File: src/rtl/polydec3.sv
module polydec3 #(
  parameter int DW   = 16,
  parameter int CW   = 16,
  parameter int OW   = 16,
  parameter int FRAC = 15,
  parameter logic signed [CW-1:0] H0 = 16'sd8192,
  parameter logic signed [CW-1:0] H1 = 16'sd16384,
  parameter logic signed [CW-1:0] H2 = 16'sd24576,
  parameter logic signed [CW-1:0] H3 = 16'sd24576,
  parameter logic signed [CW-1:0] H4 = 16'sd16384,
  parameter logic signed [CW-1:0] H5 = -16'sd8192
) (
  input  logic                 clk,
  input  logic                 rst,
  input  logic                 in_valid,
  input  logic signed [DW-1:0] in_data,
  output logic                 out_valid,
  output logic signed [OW-1:0] out_data
);
  localparam int PW = DW + CW;
  localparam int AW = PW + 3;
  localparam logic signed [AW-1:0] HALF = AW'(1) <<< (FRAC - 1);
  localparam logic signed [AW-1:0] MAXV = (AW'(1) <<< (OW - 1)) - AW'(1);
  localparam logic signed [AW-1:0] MINV = -MAXV - AW'(1);

  logic [1:0] phase;
  logic signed [DW-1:0] cur0, cur1;
  logic signed [DW-1:0] old0, old1, old2;

  wire done = in_valid && (phase == 2'd2);

  logic signed [PW-1:0] m0, m1, m2, m3, m4, m5;
  assign m0 = in_data * H0;
  assign m3 = old0 * H3;
  assign m1 = cur1 * H1;
  assign m4 = old1 * H4;
  assign m2 = cur0 * H2;
  assign m5 = old2 * H5;

  logic signed [AW-1:0] br0, br1, br2, acc, rnd, shr;
  assign br0 = AW'(m0) + AW'(m3);
  assign br1 = AW'(m1) + AW'(m4);
  assign br2 = AW'(m2) + AW'(m5);
  assign acc = br0 + br1 + br2;
  assign rnd = acc + HALF;
  assign shr = rnd >>> FRAC;

  logic signed [OW-1:0] sat;
  always_comb begin
    if (shr > MAXV)      sat = MAXV[OW-1:0];
    else if (shr < MINV) sat = MINV[OW-1:0];
    else                 sat = shr[OW-1:0];
  end

  always_ff @(posedge clk) begin
    if (rst) begin
      phase     <= '0;
      cur0      <= '0;
      cur1      <= '0;
      old0      <= '0;
      old1      <= '0;
      old2      <= '0;
      out_valid <= 1'b0;
      out_data  <= '0;
    end else begin
      out_valid <= done;
      if (in_valid) begin
        case (phase)
          2'd0:    begin cur0 <= in_data; phase <= 2'd1; end
          2'd1:    begin cur1 <= in_data; phase <= 2'd2; end
          default: begin
            old0     <= in_data;
            old1     <= cur1;
            old2     <= cur0;
            out_data <= sat;
            phase    <= 2'd0;
          end
        endcase
      end
    end
  end
endmodule

File: config.mk
export PLATFORM = sky130hd
export DESIGN_NAME = polydec3
export DESIGN_NICKNAME = d
export VERILOG_FILES = /design/src/rtl/polydec3.sv
export SDC_FILE = /design/constraint.sdc
export NUM_CORES = 1
export LEC_CHECK = 0
export BUFFER_PORTS_ARGS = -buffer_cell sky130_fd_sc_hd__buf_2
export CAP_MARGIN = 40
export CORE_ASPECT_RATIO = 1.25
export CORE_MARGIN = 2
export CORE_UTILIZATION = 35
export CTS_CLUSTER_SIZE = 10
export DETAILED_ROUTE_END_ITERATION = 10
export PLACE_DENSITY = 0.61
export SLEW_MARGIN = 20
export SYNTH_ARGS = -nofsm -noshare
export SYNTH_HDL_FRONTEND = slang
export SYNTH_SLANG_ARGS = --single-unit
File: constraint.sdc
create_clock -name clk -period 10.8 [get_ports clk]
set_input_delay 0.54 -clock clk [delete_from_list [all_inputs] [get_ports clk]]
set_output_delay 0.54 -clock clk [all_outputs]
set_load 0.01 [all_outputs]
# Word level (Yosys, flattened, before mapping)
# Cells that the tools add are included.
# Widths: inputs -> output; s select.
# totals
reg_bits	99
in_bits	19
output_inout_bits	17
word_cells	31
# classes
addsub	7
n_mul	2
order_cmp	2
n_eq_ne	2
muxes	3
bitwise	1
n_reduce_logical	6
# ops
op	n
$mul 16x3->19 const B	2
$add 34x33->35	1
$add 35x16->35 const B	1
$add 33x31->34	1
$add 29x32->33	1
$add 32x32->33	1
$mux 16	2
$add 30x30->31	1
$gt 20x16->1 const B	1
$lt 20x16->1 const B	1
$neg 16->19	1
$reduce_and 2->1	3
$pmux 2 s2	1
$eq 2x1->1 const B	1
$eq 2x2->1 const B	1
$logic_not 2->1	1
$reduce_or 2->1	1
$logic_and 1x1->1	1
$not 1->1	1

# Depth between registers and ports, before layout
# logic_depth
ltp_word	8
mapped_depth	30
ltp_nobuf	29

# Worst setup path before layout
# No wires, ideal clock.
# synth_path
kind	reg-to-reg
from	reg cur0[1]
to	reg out_data[14]
setup_ns	0.079
arrival_ns	6.554
required_time_ns	10.721
slack_ns	4.167
stages_incl_launch_ff	30
path_buffers	0
period_less_slack_ns	6.633
path_cell_list	dfxtp_1 -> ha_1 -> ha_1 -> inv_1 -> fa_1 -> nor2b_1 -> o21ai_0 -> a21boi_0 -> o21a_1 -> a21oi_1 -> o21ai_0 -> o41ai_1 -> o21ai_0 -> xor2_1 -> fa_1 -> inv_1 -> fa_1 -> inv_1 -> fa_1 -> ha_1 -> ha_1 -> nand2_1 -> nor3_1 -> nor2_1 -> a311oi_1 -> a211oi_1 -> xor2_1 -> o41ai_4 -> or3b_1 -> a211oi_2
# synth_between
elab_chain_cells	7
elab_cells_between_ends	8
cone_classes	3 x add/sub; 1 x mul; 2 x order compare; 2 x mux
# synth_rtl
item	line_no	source
start, declared	27	logic signed [DW-1:0] cur0, cur1;
start signal, assigned	58	cur0 <= '0;
start signal, assigned	69	2'd0: begin cur0 <= in_data; phase <= 2'd1; end
$mul 16x3->19 *	37	assign m2 = cur0 * H2;
$add 32x32->33 *	43	assign br2 = AW'(m2) + AW'(m5);
$add 34x33->35 *	44	assign acc = br0 + br1 + br2;
$add 35x16->35 *	45	assign rnd = acc + HALF;
$lt 20x16->1	51	else if (shr < MINV) sat = MINV[OW-1:0];
$mux 16	51	
$mux 16 *	50	if (shr > MAXV) sat = MAXV[OW-1:0];
end signal, assigned	75	out_data <= sat;
end, declared	18	output logic signed [OW-1:0] out_data
# Mark *: on every way between the ends. The rest lies on a longest branch, timed or not.
# A chain may end at the register's enable or synchronous reset.

# Worst setup path in the final report
# layout_path
from	reg cur0[2]
to	reg out_data[14]
# Same word-level chain as after synthesis.

==> impl_results.md <==
- Final critical-path share of the clock period: around 71%
- Max Cap Viol: 0
- Crit. End Element: flop
- Final WL: 18980 um
- Area growth syn-to-layout: 10.19%
- Skew-Pair Late Insertion Delay: about 0.36 ns
- Arr. time, crit path: about 8 ns
- Initial core utilization: between 30 and 40%
- Worst Hold Class: flop to flop
- Post-synthesis sequential area ratio: 23.91%
- Setup Viol. Count Final: 0
- RePlAce Congestion: approximately 0.85
- Setup TNS Final: 0 ns
- Ant diodes: 0
- Final ANT Viol Nets: 0
- Clock power frac: 30.0%
- GR Overflow Total: 0
- CTS tree: yes
- Synth top area cells: dfxtp_1 24%, fa_1 18%, ha_1 15%
- Die H: 176.1 um
- Relative slew slack: between 40 and 50%
- CP bufs+invs: 3
- Cells after Synth: 996
- Initial antenna violation count: 0
- Cts hold-fix bufs: 0
- Postcts setup bufs: 0
- Dpl ws: between 3 and 4 ns
- Psw: roughly 0.48 mW
- FFs w/ async S/R, synth: 0%
- Critical path startpoint category: flop
- Fmax: between 0.1 and 0.15 GHz
- Internal power: 0.8107 mW
- Pre-antenna DRT Iters: 4
- DRC viols: 0
- Vias in the first global route: about 6400
- DR WL/cell: 14.48 um
- Power share of the combinational group: between 40% and 50%
- Setup ws final: roughly 3.1 ns
- RSZ-0062 raised after global routing: no
- Synth unique cells: 50
- Vias per inst: 4.949
- CTS H-tree depth: 3
- Syn Nets: approximately 1200
- Num rows: 62
- Largest net degree at the start of global routing: 65
- Die area: around 0.025 mm2
- First-pass GRT wire length: between 30000 and 40000 um
- Power Density: roughly 140 mW/mm2
- FF+latch count, synth: about 100
- Status: finished clean
- Top Ports: 36
- Worst-path fanout max: 15
- Skew final: ~0.0074 ns
- Ys Warns: 0
- Yosys top cell area share: between 20% and 30%
- HPWL after DPL: around 15000 um
- Worst VDD drop: between 80 and 90 uV
- CP top delay family: compound AO/OA/AOI/OAI gates
- Synthesized area per cell: 8.322 um2
- Largest stage delay, worst path: about 0.74 ns
- Fin. Hold Viols: 0
- Crit path max-delay cell type: o41ai_4
- Final #Nets: between 1000 and 1500
- Post-CTS sizing: 0
- Total global-route track usage: ~16%
- Leak: between 4 and 5 nW
- Crit path required time: 11.09 ns
- Sw Ratio: 37.06%
- First-iteration detailed-routing DRC count: 279
- Die width: ~140 um
- Clk buf depth: 2
- Netlist Area Pre-Place: 0.008289 mm2
- Core area: 0.02312 mm2
- CTS root buf: clkbuf_16
- Power share of the sequential group: between 20% and 30%
- Crit path time final: 7.688 ns
- Total number of vias: about 6500
- Critical path class: flop to flop
- Synth Flop Type: dfxtp_1
- Most area-hungry cell type in the Yosys netlist: dfxtp_1
- Number of synthesized flops with an enable pin: 0
- Clock transition at path regs: ~0.070 ns
- Slew @ Worst Pin: roughly 0.83 ns
- Num CTS Buffers: 9
- Slew Viols, Final: 0
- Layout cells sized above 1: slightly below 7%
- IO Port Bufs: 35
- CTS sink count: 99
==> through the flow <==
step | area [um2] | utilization [%] | cells | hold WS, ns | power [mW]
6_report | 9134 | 39.51 | 1311 | 0.4552 | 1.288
5_1_grt | 9134 | 39.51 | 1311 | 0.4537 | 1.390
4_1_cts | 9129 | 39.49 | 1310 | 0.4466 | 1.308
3_5_place_dp | 8788 | 38.02 | 1294 | 0.4482 | 0.9168
3_3_place_gp | 8742 | 37.82 | 1291 | 0.4470 | 0.9126
2_1_floorplan | 8289 | - | 996 | 0.4363 | 0.7876
==> synthesized netlist by cell type, drive strengths merged, types with 2 or more instances <==
library cell and count:
dfxtp 99, nor2 55, nor3 11, nor4 4, xnor2 32, a21boi 3
nand2 202, o21ai 23, fa 73, or3 3, o211ai 3, nor2b 6
or2 3, inv 115, or3b 2, nand3b 2, o21bai 6, buf 3
o41ai 2, a21oi 116, nand3 8, a31oi 3, nand2b 12, xor2 21
and2 6, o21a 7, a41oi 2, and3 3, a211oi 22, or4 3
clkbuf 28, a21o 7, ha 100
==> routing by layer <==
layer | GRT usage [%] | vias to the layer above | share of wire (%)
met3 | 2.387 | 18 | 2.4
met2 | 28.90 | 72 | 52
met1 | 19.72 | 3086 | 44
li1 | - | 3312 | -
met4 | 5.042 | 0 | 1.7
met5 | 0 | - | 0
==> logic make-up after synthesis <==
| kind of cell | Yosys count | synth area share (%) |
|---|---|---|
| adders and majority gates | 173 | 32.72 |
| buffers and inverters | 146 | 6.641 |
| AOI/OAI and AO/OA | 203 | 14.67 |
| DFF | 99 | 23.91 |
| and+or+nand+nor | 322 | 16.45 |
| xor gates and xnor gates | 53 | 5.600 |
==> power groups by stage <==
stage          clock network (mW)  registers, mW  logic (mW)
2_1_floorplan                   0          0.392       0.396
3_3_place_gp                    0          0.394       0.519
3_5_place_dp                    0          0.394       0.522
4_1_cts                     0.395          0.386       0.527
5_1_grt                     0.407          0.387       0.596
6_report                    0.386          0.386       0.516
==> worst register-to-register path: cells and delay by family, from the launching register on <==
| family | cells | cell delay [ns] |
|---|---|---|
| compound gates | 13 | 3.19 |
| xor+xnor | 2 | 0.37 |
| flops | 1 | 0.39 |
| buf+inv | 3 | 0.23 |
| simple gates | 2 | 0.48 |
| fa+ha+maj | 8 | 2.97 |
==> flip-flops by register name (all words and copies together) (netlist names) <==
signal     flops
phase          2
cur0          16
old2          16
old0          16
out_data      16
old1          16
out_valid      1
cur1          16
==> layout make-up <==
cell class	instances	area (um2)
clock buffers	11	232.7
clock inverters	5	107.6
fillers	2380	13980
inverters	115	431.7
multi-input cells	751	5768
flip-flops and latches	99	1982
well taps	288	360.3
repair buffers	42	251.5
==> path summary, 6_finish.rpt <==
kind	cells past startpoint	slack (ns)	endpoint	from
worst max register to register	28	3.11	out_data[14]	cur0[2]
worst min register to register	2	0.46	old1[0]	old1[0]
worst min-delay path	2	0.46	old1[0]	old1[0]
worst max-delay path	28	3.11	out_data[14]	cur0[2]
==> cell usage in the layout, fill, tap and decap left out, types with 7 or more instances in the layout <==
cell type and n:
nand3_1 8, buf_2 34, dfxtp_1 99, nand2_1 201, fa_1 73, clkbuf_16 9, o21ai_0 23, inv_1 115
a21o_1 7, nor3_1 11, o21a_1 7, a211oi_1 21, ha_1 100, nor2_1 54, xor2_1 21, a21oi_1 116
nand2b_1 12, xnor2_1 32
No activity file was read; power rests on OpenSTA's default activity.
